File: src/rtl/trace_sel_pkg.sv
package trace_sel_pkg;

  typedef enum logic [2:0] {
    CTI_NONE      = 3'd0,
    CTI_BRANCH    = 3'd1,
    CTI_INDIRECT  = 3'd2,
    CTI_CALL      = 3'd3,
    CTI_RETURN    = 3'd4,
    CTI_EXCEPTION = 3'd5
  } cti_e;

  typedef enum logic [2:0] {
    END_CAPACITY  = 3'd0,
    END_INDIRECT  = 3'd1,
    END_EXCEPTION = 3'd2,
    END_BACKWARD  = 3'd3,
    END_FLUSH     = 3'd4
  } end_reason_e;

endpackage

File: src/rtl/ts_classify.sv
module ts_classify
  import trace_sel_pkg::*;
#(
  parameter int AW = 32
) (
  input  cti_e            cti,
  input  logic            taken,
  input  logic [AW-1:0]   addr,
  input  logic [AW-1:0]   target,
  output logic            term,
  output end_reason_e     term_rsn
);

  always_comb begin
    term     = 1'b0;
    term_rsn = END_CAPACITY;
    unique case (cti)
      CTI_INDIRECT: begin
        term     = 1'b1;
        term_rsn = END_INDIRECT;
      end
      CTI_EXCEPTION: begin
        term     = 1'b1;
        term_rsn = END_EXCEPTION;
      end
      CTI_BRANCH: begin
        if (taken && (target <= addr)) begin
          term     = 1'b1;
          term_rsn = END_BACKWARD;
        end
      end
      default: begin
        term     = 1'b0;
        term_rsn = END_CAPACITY;
      end
    endcase
  end

endmodule

File: src/rtl/ts_accum.sv
module ts_accum
  import trace_sel_pkg::*;
#(
  parameter int AW    = 32,
  parameter int CAP   = 64,
  parameter int CNT_W = $clog2(CAP + 1)
) (
  input  logic              clk,
  input  logic              rst_n,
  input  logic              flush,
  input  logic              take,
  input  logic [AW-1:0]     addr,
  input  logic              bb_end,
  input  logic              term,
  input  end_reason_e       term_rsn,
  output logic              emit,
  output logic [AW-1:0]     e_start,
  output logic [CNT_W-1:0]  e_uops,
  output logic [CNT_W-1:0]  e_bbs,
  output end_reason_e       e_rsn,
  output logic              e_noopt
);

  localparam logic [CNT_W:0]   CAP_X   = (CNT_W + 1)'(CAP);
  localparam logic [CNT_W-1:0] CNT_MAX = '1;

  // closed blocks in the open trace, micro-ops of the open block
  logic [CNT_W-1:0] done_cnt, done_nx;
  logic [CNT_W-1:0] blk_cnt,  blk_nx;
  logic [CNT_W-1:0] bb_cnt,   bb_nx;
  logic [AW-1:0]    trace_pc, trace_pc_nx;
  logic [AW-1:0]    blk_pc,   blk_pc_nx;

  logic [CNT_W-1:0] blk_inc;
  logic [CNT_W:0]   sum;
  logic             fresh;
  logic [AW-1:0]    cur_trace_pc, cur_blk_pc;

  always_comb begin
    blk_inc      = (blk_cnt == CNT_MAX) ? CNT_MAX : blk_cnt + 1'b1;
    sum          = {1'b0, done_cnt} + {1'b0, blk_inc};
    fresh        = (done_cnt == '0) && (blk_cnt == '0);
    cur_trace_pc = fresh ? addr : trace_pc;
    cur_blk_pc   = (blk_cnt == '0) ? addr : blk_pc;

    done_nx     = done_cnt;
    blk_nx      = blk_cnt;
    bb_nx       = bb_cnt;
    trace_pc_nx = trace_pc;
    blk_pc_nx   = blk_pc;

    emit    = 1'b0;
    e_start = cur_trace_pc;
    e_uops  = sum[CNT_W-1:0];
    e_bbs   = bb_cnt + 1'b1;
    e_rsn   = term_rsn;
    e_noopt = 1'b0;

    if (take) begin
      if (bb_end) begin
        done_nx = '0;
        blk_nx  = '0;
        bb_nx   = '0;
        if ((done_cnt == '0) && ({1'b0, blk_inc} > CAP_X)) begin
          emit    = 1'b1;
          e_uops  = blk_inc;
          e_bbs   = CNT_W'(1);
          e_rsn   = END_CAPACITY;
          e_noopt = 1'b1;
        end else if (term) begin
          emit = 1'b1;
        end else if (sum == CAP_X) begin
          emit  = 1'b1;
          e_rsn = END_CAPACITY;
        end else begin
          done_nx     = sum[CNT_W-1:0];
          bb_nx       = bb_cnt + 1'b1;
          trace_pc_nx = cur_trace_pc;
        end
      end else begin
        blk_nx    = blk_inc;
        blk_pc_nx = cur_blk_pc;
        if ((done_cnt != '0) && (sum == CAP_X)) begin
          // open block cannot fit: close the trace before it
          emit        = 1'b1;
          e_uops      = done_cnt;
          e_bbs       = bb_cnt;
          e_rsn       = END_CAPACITY;
          done_nx     = '0;
          bb_nx       = '0;
          trace_pc_nx = cur_blk_pc;
        end else begin
          trace_pc_nx = cur_trace_pc;
        end
      end
    end

    if (flush) begin
      emit    = 1'b0;
      done_nx = '0;
      blk_nx  = '0;
      bb_nx   = '0;
    end
  end

  always_ff @(posedge clk or negedge rst_n) begin
    if (!rst_n) begin
      done_cnt <= '0;
      blk_cnt  <= '0;
      bb_cnt   <= '0;
      trace_pc <= '0;
      blk_pc   <= '0;
    end else begin
      done_cnt <= done_nx;
      blk_cnt  <= blk_nx;
      bb_cnt   <= bb_nx;
      trace_pc <= trace_pc_nx;
      blk_pc   <= blk_pc_nx;
    end
  end

endmodule

File: src/rtl/ts_out_reg.sv
module ts_out_reg #(
  parameter int DW = 8
) (
  input  logic          clk,
  input  logic          rst_n,
  input  logic          load,
  input  logic [DW-1:0] d,
  input  logic          ready,
  output logic          valid,
  output logic [DW-1:0] q
);

  always_ff @(posedge clk or negedge rst_n) begin
    if (!rst_n) begin
      valid <= 1'b0;
      q     <= '0;
    end else begin
      if (load) begin
        valid <= 1'b1;
        q     <= d;
      end else if (ready) begin
        valid <= 1'b0;
      end
    end
  end

endmodule

File: src/rtl/trace_selector.sv
module trace_selector
  import trace_sel_pkg::*;
#(
  parameter int AW    = 32,
  parameter int CAP   = 64,
  parameter int CNT_W = $clog2(CAP + 1)
) (
  input  logic             clk,
  input  logic             rst_n,
  input  logic             flush,
  input  logic             in_valid,
  output logic             in_ready,
  input  logic [AW-1:0]    in_addr,
  input  logic             in_bb_end,
  input  logic [2:0]       in_cti,
  input  logic             in_taken,
  input  logic [AW-1:0]    in_target,
  output logic             out_valid,
  input  logic             out_ready,
  output logic [AW-1:0]    out_start,
  output logic [CNT_W-1:0] out_uops,
  output logic [CNT_W-1:0] out_bbs,
  output logic [2:0]       out_reason,
  output logic             out_noopt
);

  localparam int DW = AW + 2 * CNT_W + 4;

  logic             take;
  logic             term;
  end_reason_e      term_rsn;
  logic             emit;
  logic [AW-1:0]    e_start;
  logic [CNT_W-1:0] e_uops, e_bbs;
  end_reason_e      e_rsn;
  logic             e_noopt;
  logic [DW-1:0]    desc_d, desc_q;

  assign in_ready = !flush && (!out_valid || out_ready);
  assign take     = in_valid && in_ready;

  ts_classify #(.AW(AW)) u_classify (
    .cti      (cti_e'(in_cti)),
    .taken    (in_taken),
    .addr     (in_addr),
    .target   (in_target),
    .term     (term),
    .term_rsn (term_rsn)
  );

  ts_accum #(.AW(AW), .CAP(CAP), .CNT_W(CNT_W)) u_accum (
    .clk      (clk),
    .rst_n    (rst_n),
    .flush    (flush),
    .take     (take),
    .addr     (in_addr),
    .bb_end   (in_bb_end),
    .term     (term),
    .term_rsn (term_rsn),
    .emit     (emit),
    .e_start  (e_start),
    .e_uops   (e_uops),
    .e_bbs    (e_bbs),
    .e_rsn    (e_rsn),
    .e_noopt  (e_noopt)
  );

  assign desc_d = {e_start, e_uops, e_bbs, e_rsn, e_noopt};

  ts_out_reg #(.DW(DW)) u_out (
    .clk   (clk),
    .rst_n (rst_n),
    .load  (emit),
    .d     (desc_d),
    .ready (out_ready),
    .valid (out_valid),
    .q     (desc_q)
  );

  assign {out_start, out_uops, out_bbs, out_reason, out_noopt} = desc_q;

endmodule

File: config.mk
export PLATFORM = sky130hd
export DESIGN_NAME = trace_selector
export DESIGN_NICKNAME = d
export VERILOG_FILES = /design/src/rtl/trace_sel_pkg.sv /design/src/rtl/ts_classify.sv /design/src/rtl/ts_accum.sv /design/src/rtl/ts_out_reg.sv /design/src/rtl/trace_selector.sv
export SDC_FILE = /design/constraint.sdc
export NUM_CORES = 1
export LEC_CHECK = 0
export CAP_MARGIN = 5
export CELL_PAD_IN_SITES_DETAIL_PLACEMENT = 0
export CELL_PAD_IN_SITES_GLOBAL_PLACEMENT = 1
export CORE_MARGIN = 2
export CORE_UTILIZATION = 42
export DETAILED_ROUTE_END_ITERATION = 8
export PLACE_DENSITY = 0.79
export SYNTH_ARGS = -nofsm -noshare
export SYNTH_HDL_FRONTEND = slang
export SYNTH_SLANG_ARGS = --single-unit
File: constraint.sdc
create_clock -name clk -period 5 [get_ports clk]
set_clock_uncertainty 0.2 [all_clocks]
set_input_delay 0.75 -clock clk [delete_from_list [all_inputs] [get_ports clk]]
set_output_delay 0.75 -clock clk [all_outputs]
set_load 0.01 [all_outputs]
==> impl_results.md, run 1 <==
* Crit path kind: register to register
* Initial core utilization at between 40% and 50%
* Rows at 49
* Vias per cell at 5.761
* Worst vdd ir at 0.2437 mV
* Root buffer cell: clkbuf_16
* Final WL at 21.11 mm
* RSZ-0062 raised after global routing: no
* Critical Path Source Type: register
* CP peak stage delay at ~0.45 ns
* Post-CTS Resized at 0
* Synth Instances at ~760
* DRC viols at 0
* DRT iter0 DRCs at slightly below 500
* Fraction of layout cells with a size suffix above 1 at roughly 7.7%
* Detail Placement HPWL at 14.34 mm
* Most numerous cell on the critical path: ha_1
* Crit path capture type: register
* Critical path launch point: u_accum.blk_cnt[0]
* Grt ovf at 0
* Yosys top cell by area: dfrtp_1
* Drt wl/cell at 18.94 um
* Max cap viols at 0
* Slew HR at approximately two fifths
* Mapped cell area at 0.007595 mm^2
* Cells after DPL at 1083
* GR peak layer: met2
* Post-synth EDFFs at 0
* Via count at 6424
* Final hold vios at 0
* Initial antenna violation count at 0
* Main flop type after synthesis: dfrtp_1
* Chip height at 138.5 um
* Synth Register Bits at ~140
* GR Util met3 at 4.087%
* Global-route wire length before repair at about 34 mm
* Mapped Nets at approximately 880
* Worst-path clk slew at 0.06 ns
* Routability cong. at 0.8766
* CP Cell Sequence: ha_1 -> and3_1 -> nand4_2 -> nand2_2 -> ha_1 -> fa_1 -> a211oi_1 -> nor2_1 -> xnor2_2 -> nand4_4 -> o21ai_0 -> nand2_1 -> a21oi_4 -> buf_12 -> mux2_1
* Tcrit/Tclk final at 95.24%
* Final setup TNS at 0 ns
* CTS tree: built
* Num CTS Buffers at 17
* Setup bufs post-CTS at 0
* Fmax at 0.2100 GHz
* Clk sink count at 135
* Tot GR Track Use at 22.41%
* Most frequent cells after synthesis: 135 x dfrtp_1, 98 x nand2_1, 91 x o21ai_0, 50 x inv_1, 46 x mux2_1
* DIE WIDTH at 138.5 um
* Die ar. at 0.01917 mm^2
* Io pins at 126
* Non-filler cells, final at 1115
* Setup Viol. Count Final at 0
* Power Dens Cells at 382.6 mW/mm^2
* Pin count of the biggest net entering global routing at 99
* Input/output buffers at 124
* Vias in the first global route at 6635
* WP data arrival at about 5 ns
* 1st-pass router iterations at 5
* Top post-synthesis cells by area: dfrtp_1 44%, ha_1 6.9%, mux2_1 6.8%
* N_diodes at 0
* YS warnings at 0
* Minimum clock period at 4.762 ns
* Worst R2R End: u_out.q[41]
* Fill count at 1528
* Worst slew pin tran at 0.9297 ns
* Flop2flop setup slack at 0.24 ns
* Synth unique cells at between 60 and 70
* Most common cell in the netlist: dfrtp_1
* H-tree depth at 4
* Crit-path max FO at between 40 and 50
* Area grow syn2layout at 27.74%
* Critical Path Sink: u_out.q[41]
* Met1 Usage GRT at 29.68%
* Worst skew pair latency at 0.42 ns
* Static leakage at about 4.2 nW
* M2 GR Usage at 36.63%
* Required time of the critical path at 5.10 ns
* Post-synth top area share at 44.48%
* Slowest cell on crit path: dfrtp_1
* Fin nets at 990
* Reg-to-Reg Start: u_accum.blk_cnt[0]
* Worst hold path type: input pin to asynchronous set/reset pin
* Cts hold-fix bufs at 0
* Register area share after synthesis at between 40% and 50%
* Post-synthesis area per instance at roughly 10 um^2
* Post-detailed-route count of antenna-violating nets at 0
* Maximum buffer depth of the clock tree at 2
* Status: complete, no violations
* Slew Limit Fails at 0
* Core ar. at 0.01784 mm^2
* Cells on worst reg2reg path at 15
* Async set or reset register ratio after synthesis at 100.0%
==> how the worst min path moves through the flow <==
stage	to	cells after the start	slack [ns]	startpoint
2_1_floorplan	u_accum.bb_cnt[0]	0	0.25	rst_n
3_3_place_gp	u_accum.blk_pc[14]	2	0.26	u_accum.blk_pc[14]
3_5_place_dp	u_out.q[29]	1	0.27	u_out.q[29]
4_1_cts	u_accum.trace_pc[16]	1	0.28	rst_n
5_1_grt	u_accum.blk_pc[17]	1	0.30	rst_n
6_report	u_accum.trace_pc[16]	1	0.23	rst_n
==> stage by stage <==
step / power (mW) / util (%) / setup slack [ns] / hold slack [ns] / cell area, um^2
floorplan: 1.969 / - / 0.8708 / 0.2504 / 7595
global placement: 2.422 / 50.99 / 0.3130 / 0.2619 / 9096
detailed placement: 2.461 / 50.99 / 0.2104 / 0.2740 / 9096
CTS: 3.737 / 54.34 / 0.1773 / 0.2801 / 9694
global route: 3.901 / 54.38 / 0.009475 / 0.3011 / 9702
finish: 3.712 / 54.38 / 0.2380 / 0.2324 / 9702
==> per-layer routing <==
layer / share of wire, % / up-vias
li1: - / 3016
met1: 45 / 3175
met2: 48 / 205
met3: 4.6 / 28
met4: 2.1 / 0
met5: 0 / -
==> worst max-delay path, delay by kind of cell (launching register included) <==
kind,cells,cell delay [ns]
buffers and inverters,1,0.32
DFF,1,0.45
adders and majority gates,3,0.97
AOI/OAI and AO/OA,3,0.89
and+or+nand+nor,6,1.14
muxes,1,0.37
xor gates and xnor gates,1,0.29
==> placed cells by master, fill, tap and decap left out, types with 8 or more instances in the layout <==
| cell | n |
|---|---|
| a21oi_1 | 23 |
| a32o_1 | 8 |
| buf_4 | 16 |
| clkbuf_16 | 17 |
| clkdlybuf4s50_1 | 123 |
| dfrtp_1 | 135 |
| ha_1 | 42 |
| inv_1 | 50 |
| mux2_1 | 46 |
| nand2_1 | 96 |
| nand3_1 | 14 |
| nand4_1 | 12 |
| nor2_1 | 21 |
| o21ai_0 | 91 |
| o22a_1 | 33 |
| o32a_1 | 30 |
==> kinds of logic after synthesis <==
kind of cell / synth area share (%)
adder cells (fa/ha/maj): 7.183
multiplexers: 7.644
other: 0.04938
flip-flops: 44.48
AND/OR/NAND/NOR: 11.89
buffers and inverters: 5.568
AO/OA/AOI/OAI: 22.83
XOR/XNOR: 0.3460
==> registers in the layout (all words and copies together), names as in the netlist <==
name,cells
u_out.valid,1
u_out.q,49
u_accum.blk_cnt,7
u_accum.blk_pc,32
u_accum.done_cnt,7
u_accum.trace_pc,32
u_accum.bb_cnt,7
==> final cells by class <==
class | count | area, um^2 | area share (%)
sequential | 135 | 3378 | 34.82
tap | 229 | 286.5 | 2.953
inverter | 51 | 191.4 | 1.973
multi-input combinational | 525 | 3825 | 39.42
clock inverter | 6 | 88.84 | 0.9157
timing repair buffer | 143 | 1423 | 14.66
clock buffer | 26 | 509.2 | 5.249
==> report_power, final <==
part / switching [mW] / internal, mW / total, mW / leakage, nW
logic: 0.422 / 0.512 / 0.934 / 2.22
registers: 0.154 / 1.35 / 1.51 / 1.66
clock network: 0.469 / 0.801 / 1.27 / 0.287
total: 1.04 / 2.67 / 3.71 / 4.18
Power figures use the tool's default switching activity.
==> run 2: changes to the inputs <==
--- a/config.mk
+++ b/config.mk
@@ -5,13 +5,14 @@
 export SDC_FILE = /design/constraint.sdc
 export NUM_CORES = 1
 export LEC_CHECK = 0
+export ABC_AREA = 1
 export CAP_MARGIN = 5
 export CELL_PAD_IN_SITES_DETAIL_PLACEMENT = 0
 export CELL_PAD_IN_SITES_GLOBAL_PLACEMENT = 1
 export CORE_MARGIN = 2
-export CORE_UTILIZATION = 42
+export CORE_UTILIZATION = 39
 export DETAILED_ROUTE_END_ITERATION = 8
-export PLACE_DENSITY = 0.79
+export PLACE_DENSITY = 0.78
 export SYNTH_ARGS = -nofsm -noshare
 export SYNTH_HDL_FRONTEND = slang
 export SYNTH_SLANG_ARGS = --single-unit
==> run 2 against run 1 <==
Effect of this change:
- combinational power decreased by 8.7%
- die area increased by 13%
- via count is 16% higher
- critical endpoint is now u_accum.trace_pc[24]
- largest cell class unchanged
- highest routed layer unchanged
==> impl_results.md, run 2 <==
* Status: complete, no violations
* Setup bufs post-CTS at 0
* Critical path launch point: u_accum.blk_cnt[0]
* CTS tree: built
* WP data arrival at ~4.2 ns
* Pin count of the biggest net entering global routing at between 90 and 100
* Seq. cell area at about 0.0034 mm^2
* Routability cong. at about 0.92
* Async set or reset register ratio after synthesis at between 90% and 100%
* Most common cell after layout, fill and taps aside: nand2_1
* Synth Register Bits at 135
* Required time of the critical path at 5.10 ns
* Initial antenna violation count at 0
* Num CTS Buffers at 17
* CP peak stage delay at 0.48 ns
* Minimum clock period at 4.133 ns
* Fraction of layout cells with a size suffix above 1 at 6.003%
* Tot GR Track Use at between 20% and 30%
* Slew HR at 37.29%
* Kind of cell adding the most delay to the critical path: simple AND/OR/NAND/NOR gates
* Critical Path Source Type: register
* Slew Limit Fails at 0
* Flop2flop setup slack at roughly 0.87 ns
* Cts hold-fix bufs at 0
* Final hold vios at 0
* Mapped Nets at between 1k and 1.5k
* Clk sink count at 135
* Fmax at 0.2419 GHz
* Global-route wire length before repair at 37.41 mm
* H-tree depth at 4
* Post-CTS Resized at 0
* Crit path capture type: register
* Detail Placement HPWL at 15.60 mm
* Post-synth EDFFs at 0
* Main flop type after synthesis: dfrtp_1
* Post-synthesis area per instance at 7.288 um^2
* Vias per cell at 5.034
* Grt ovf at 0
* Mapped cell area at 0.008003 mm^2
* DRC viols at 0
* Most common cell in the netlist: nand2_1
* Max FFs per register at ~50
* Worst skew pair latency at 0.42 ns
* Initial core utilization at 39.68%
* Slowest cell on crit path: fa_1
* Die ar. at between 0.02 and 0.025 mm^2
* Synth unique cells at 43
* Root buffer cell: clkbuf_16
* Post-synth top area share at 42.21%
* Worst-path clk slew at around 0.060 ns
* Via count at between 7k and 8k
* Rows at 52
* 1st-pass router iterations at 5
* YS warnings at 0
* Setup Viol. Count Final at 0
* Fill count at slightly above 2k
* Vias in the first global route at 7081
* Reg-to-Reg Start: u_accum.blk_cnt[0]
* Cells after DPL at 1454
* Post-detailed-route count of antenna-violating nets at 0
* Crit path kind: register to register
* Biggest regs: u_out.q: 49 flops, u_accum.blk_pc: 32 flops, u_accum.trace_pc: 32 flops
* RSZ-0062 raised after global routing: no
* Most frequent cells after synthesis: 384 x nand2_1, 135 x dfrtp_1, 105 x o21ai_0, 87 x nor2_1, 81 x inv_1
* Maximum buffer depth of the clock tree at 2
* Final WL at 22.59 mm
* Overall power at 3.649 mW
* N_diodes at 0
* Most flops, register: u_out.q
* Final setup TNS at 0 ns
* Static leakage at between 5 and 6 nW
* Worst R2R End: u_accum.trace_pc[24]
* Fin nets at between 1k and 1.5k
* Commonest non-fill, non-tap cells in the layout: 384 x nand2_1, 135 x dfrtp_1, 123 x clkdlybuf4s50_1, 105 x o21ai_0, 87 x nor2_1
* Worst vdd ir at ~0.24 mV
* Yosys top cell by area: dfrtp_1
* Multi-input logic area at 0.004050 mm^2
* Drt wl/cell at 15.20 um
* Max cap viols at 0
* Worst hold path type: input pin to asynchronous set/reset pin
* Core ar. at 0.02017 mm^2
* DRT iter0 DRCs at 435
* Chip height at 147.2 um
* Crit-path max FO at 30
* DIE WIDTH at roughly 150 um
* CP Buf/Inv Count at 6
* Cells on worst reg2reg path at 22
* Register area share after synthesis at 42.21%
* Area grow syn2layout at 26.25%
* Non-filler cells, final at 1486
* Top post-synthesis cells by area: dfrtp_1 42%, nand2_1 18%, ha_1 6.6%
* Input/output buffers at roughly 120
* Synth Instances at 1098
* Io pins at 126
* CP Cell Sequence: ha_1 -> nand3_2 -> inv_2 -> nand2_2 -> inv_2 -> nor2_2 -> inv_2 -> ha_1 -> fa_1 -> inv_1 -> nand3b_1 -> nor2_1 -> nand3_1 -> nor2_2 -> nand3_2 -> inv_1 -> nand3_2 -> buf_12 -> nand2_1 -> o21ai_0 -> nand2_1 -> nand2_1
* Power Dens Cells at 361.2 mW/mm^2
* Tcrit/Tclk final at 82.67%
* Worst slew pin tran at 0.9407 ns
## run 2: worst reg2reg max path: stages (launching register included)
cell	delay (ns)
dfrtp_1	0.41
ha_1	0.24
nand3_2	0.10
inv_2	0.04
nand2_2	0.10
inv_2	0.05
nor2_2	0.15
inv_2	0.05
ha_1	0.22
fa_1	0.48
inv_1	0.10
nand3b_1	0.08
nor2_1	0.10
nand3_1	0.10
nor2_2	0.17
nand3_2	0.22
inv_1	0.18
nand3_2	0.40
buf_12	0.36
nand2_1	0.07
o21ai_0	0.08
nand2_1	0.08
nand2_1	0.05
## run 2: stage by stage
stage	setup WS, ns	hold WS, ns	cell area [um^2]	util, %
2_1_floorplan	1.631	0.2533	8003	-
3_3_place_gp	0.9178	0.2624	9467	46.94
3_5_place_dp	0.9194	0.2643	9467	46.94
4_1_cts	0.9003	0.1587	10100	50.09
5_1_grt	0.5330	0.1902	10100	50.09
6_report	0.8666	0.1394	10100	50.09
## run 2: area by class of cell
cell class / count / share of cell area (%)
clock inverters: 14 / 1.957
clock buffers: 18 / 4.347
flip-flops and latches: 135 / 33.44
well taps: 270 / 3.344
multi-input cells: 824 / 40.09
inverters: 88 / 3.319
repair buffers: 137 / 13.51
## run 2: power by group
group	internal (mW)	switching (mW)
sequential	1.31	0.118
combinational	0.403	0.450
clock	0.854	0.514
total	2.57	1.08
## run 2: routing by layer
layer | GRT usage (%) | vias to the layer above | routed length, um
met3 | 3.634 | 22 | 1238
met2 | 32.57 | 222 | 9766
met4 | 5.288 | 0 | 308
li1 | - | 3771 | -
met5 | 0 | - | 0
met1 | 32.28 | 3466 | 11270
## run 2: worst max-delay path by stage
stage,slack [ns],cells after the start,to
detailed placement,0.92,22,u_accum.trace_pc[18]
CTS,0.90,22,u_accum.trace_pc[24]
global placement,0.92,16,u_accum.trace_pc[22]
finish,0.87,22,u_accum.trace_pc[24]
global route,0.53,21,u_accum.trace_pc[19]
floorplan,1.63,23,u_out.q[19]
## run 2: logic make-up after synthesis
family | count (synthesis) | synth area share [%]
buffers and inverters | 139 | 7.239
DFF | 135 | 42.21
adders and majority gates | 43 | 6.817
xor gates and xnor gates | 9 | 0.9850
other | 1 | 0.04686
and+or+nand+nor | 587 | 30.53
AOI/OAI and AO/OA | 184 | 12.16
==> run 3: changes to the inputs <==
--- a/config.mk
+++ b/config.mk
@@ -10,9 +10,9 @@
 export CELL_PAD_IN_SITES_DETAIL_PLACEMENT = 0
 export CELL_PAD_IN_SITES_GLOBAL_PLACEMENT = 1
 export CORE_MARGIN = 2
-export CORE_UTILIZATION = 39
+export CORE_UTILIZATION = 36
 export DETAILED_ROUTE_END_ITERATION = 8
-export PLACE_DENSITY = 0.78
+export PLACE_DENSITY = 0.76
 export SYNTH_ARGS = -nofsm -noshare
 export SYNTH_HDL_FRONTEND = slang
 export SYNTH_SLANG_ARGS = --single-unit
==> constraint.sdc (replaced) <==
create_clock -name clk -period 3.4 [get_ports clk]
set_clock_uncertainty 0.2 [all_clocks]
set_input_delay 0.51 -clock clk [delete_from_list [all_inputs] [get_ports clk]]
set_output_delay 0.51 -clock clk [all_outputs]
set_load 0.01 [all_outputs]
==> run 3 against run 2 <==
Effect of this change:
- the flow now finishes with violations (setup timing)
- sequential share of layout area shrank 4.0 points
- combinational power grew 70%
- setup slack worse by 0.88 ns
- core utilization increased by 2.6 points
- power rose by 54%
- via count up 6.0%
- clock power is 49% higher
- flip-flop and latch count stayed put
- die area up 8.1%
- sequential power is 48% higher
- critical endpoint is now u_out.q[7]
- largest power group unchanged
==> impl_results.md, run 3 (synthesis results as in run 2) <==
* Status: complete, but fails checks
* Failing checks: setup timing
* Required time of the critical path at 3.56 ns
* Rows at 54
* Via count at between 7k and 8k
* Area grow syn2layout at 43.59%
* Fraction of layout cells with a size suffix above 1 at a little under a fifth
* Core ar. at 0.02182 mm^2
* Setup WS post-layout at -0.01082 ns
* Wl on met1 at about 12 mm
* H-tree depth at 4
* Critical Path Source Type: register
* Multi-input logic area at ~0.0044 mm^2
* Minimum clock period at approximately 3.4 ns
* Die ar. at 0.02344 mm^2
* Crit-path max FO at 6
* DRC viols at 0
* Top Metal Used: met4
* Num CTS Buffers at 17
* WP data arrival at approximately 3.6 ns
* Root buffer cell: clkbuf_16
* Biggest regs: u_out.q: 49 flops, u_accum.blk_pc: 32 flops, u_accum.trace_pc: 32 flops
* Static leakage at between 5 and 6 nW
* Slew Limit Fails at 0
* N_diodes at 0
* Met3 wire len at 1.331 mm
* Setup Viol. Count Final at 7
* Maximum buffer depth of the clock tree at 2
* RSZ-0062 raised after global routing: yes
* WL met2 at 12.34 mm
* Crit path capture type: register
* Final setup TNS at -0.03886 ns
* DRT iter0 DRCs at ~600
* Tcrit/Tclk final at 100.3%
* Crit path kind: register to register
* Tot GR Track Use at 20.71%
* Vias in the first global route at 7389
* Input/output buffers at 124
* Pre-CTS WS at -0.1906 ns
* Commonest non-fill, non-tap cells in the layout: 332 x nand2_1, 135 x dfrtp_1, 123 x clkdlybuf4s50_1, 82 x nor2_1, 80 x o21ai_0
* Drt wl/cell at 16.85 um
* Fill count at 2080
* Power Dens Cells at between 400 and 500 mW/mm^2
* Global-route wire length before repair at 38.76 mm
* Max cap viols at 0
* Worst skew pair latency at 0.42 ns
* Seq. cell area at 0.003378 mm^2
* Fin nets at 1397
* Vias per cell at 5.046
* Io pins at 126
* Pin count of the biggest net entering global routing at 74
* Worst-path clk slew at 0.06 ns
* Grt ovf at 0
* Final hold vios at 0
* 1st-pass router iterations at 5
* Worst vdd ir at 0.3573 mV
* Chip height at 153.1 um
* Slew HR at around 35%
* Max FFs per register at 49
* Initial core utilization at 36.67%
* Worst hold path type: register to register
* Initial antenna violation count at 0
* CTS tree: built
* DIE WIDTH at 153.1 um
* Detail Placement HPWL at ~17 mm
* Clk sink count at 135
* Worst slew pin tran at 0.9825 ns
* Post-detailed-route count of antenna-violating nets at 0
* Fmax at 0.2932 GHz
* Most common cell after layout, fill and taps aside: nand2_1
* Most flops, register: u_out.q
* Routability cong. at just under 0.9
* Final WL at between 20 and 30 mm
run 3: worst paths after layout:
kind,startpoint,end,slack (ns),cells after the start
setup / recovery,u_accum.blk_cnt[1],u_out.q[7],-0.01,23
hold / removal,u_out.q[38],u_out.q[38],0.27,2
setup reg to reg,u_accum.blk_cnt[1],u_out.q[7],-0.01,23
hold reg to reg,u_out.q[38],u_out.q[38],0.27,2
max in group asynchronous,rst_n,u_out.q[42],1.69,3
min in group asynchronous,rst_n,u_out.q[13],0.48,2
run 3: layer usage:
layer / global-route usage, % / vias to the layer above
li1: - / 3939
met1: 29.40 / 3742
met2: 32.70 / 221
met3: 3.657 / 31
met4: 5.467 / 0
met5: 0 / -
run 3: final cells by class:
| type | count | share of cell area [%] |
|---|---|---|
| Multi-Input combinational cell | 825 | 38.55 |
| Timing Repair Buffer | 212 | 20.23 |
| Inverter | 88 | 3.136 |
| Tap cell | 280 | 3.049 |
| Clock buffer | 24 | 4.366 |
| Clock inverter | 7 | 1.209 |
| Timing Repair inverter | 1 | 0.06533 |
| Sequential cell | 135 | 29.40 |
run 3: repair_timing:
item	4_1_cts	5_1_grt
pin swaps	2	41
gates resized for setup	10	157
endpoints found under the setup margin	76	94
endpoints found under the hold margin	71	0
hold buffers	1	0
cloned	1	18
setup buffers	1	12
run 3: through the flow:
stage                     util [%]  cell area [um^2]  hold slack (ns)  std cells  total power [mW]
after floorplan                  -              8003          0.01441       1098             2.783
after global placement       45.25              9874           0.2605       1510             3.420
after detailed placement     45.25              9874           0.2661       1510             3.440
after CTS                    48.57             10600           0.2814       1544             5.498
after global routing         52.65             11490           0.2956       1572             5.924
final                        52.65             11490           0.2692       1572             5.609
run 3: worst max-delay path: stages, from the launching register on:
cell and delay, ns:
dfrtp_1 0.38, ha_2 0.19, nand3_2 0.08, inv_2 0.05, nand2_4 0.08, inv_4 0.04
nor2_4 0.08, inv_2 0.05, ha_4 0.16, fa_2 0.45, inv_2 0.07, nand3b_1 0.07
nor2_1 0.13, nand3_1 0.11, nor2_2 0.19, nand3_2 0.12, buf_6 0.15, buf_6 0.11
nand4_4 0.11, nand2_8 0.12, clkinv_8 0.12, clkbuf_16 0.17, nor2_1 0.04, nor2_1 0.07
run 3: power breakdown:
| part | internal [mW] | switching (mW) |
|---|---|---|
| registers | 1.93 | 0.190 |
| logic | 0.701 | 0.753 |
| clock network | 1.32 | 0.714 |
| total | 3.95 | 1.66 |
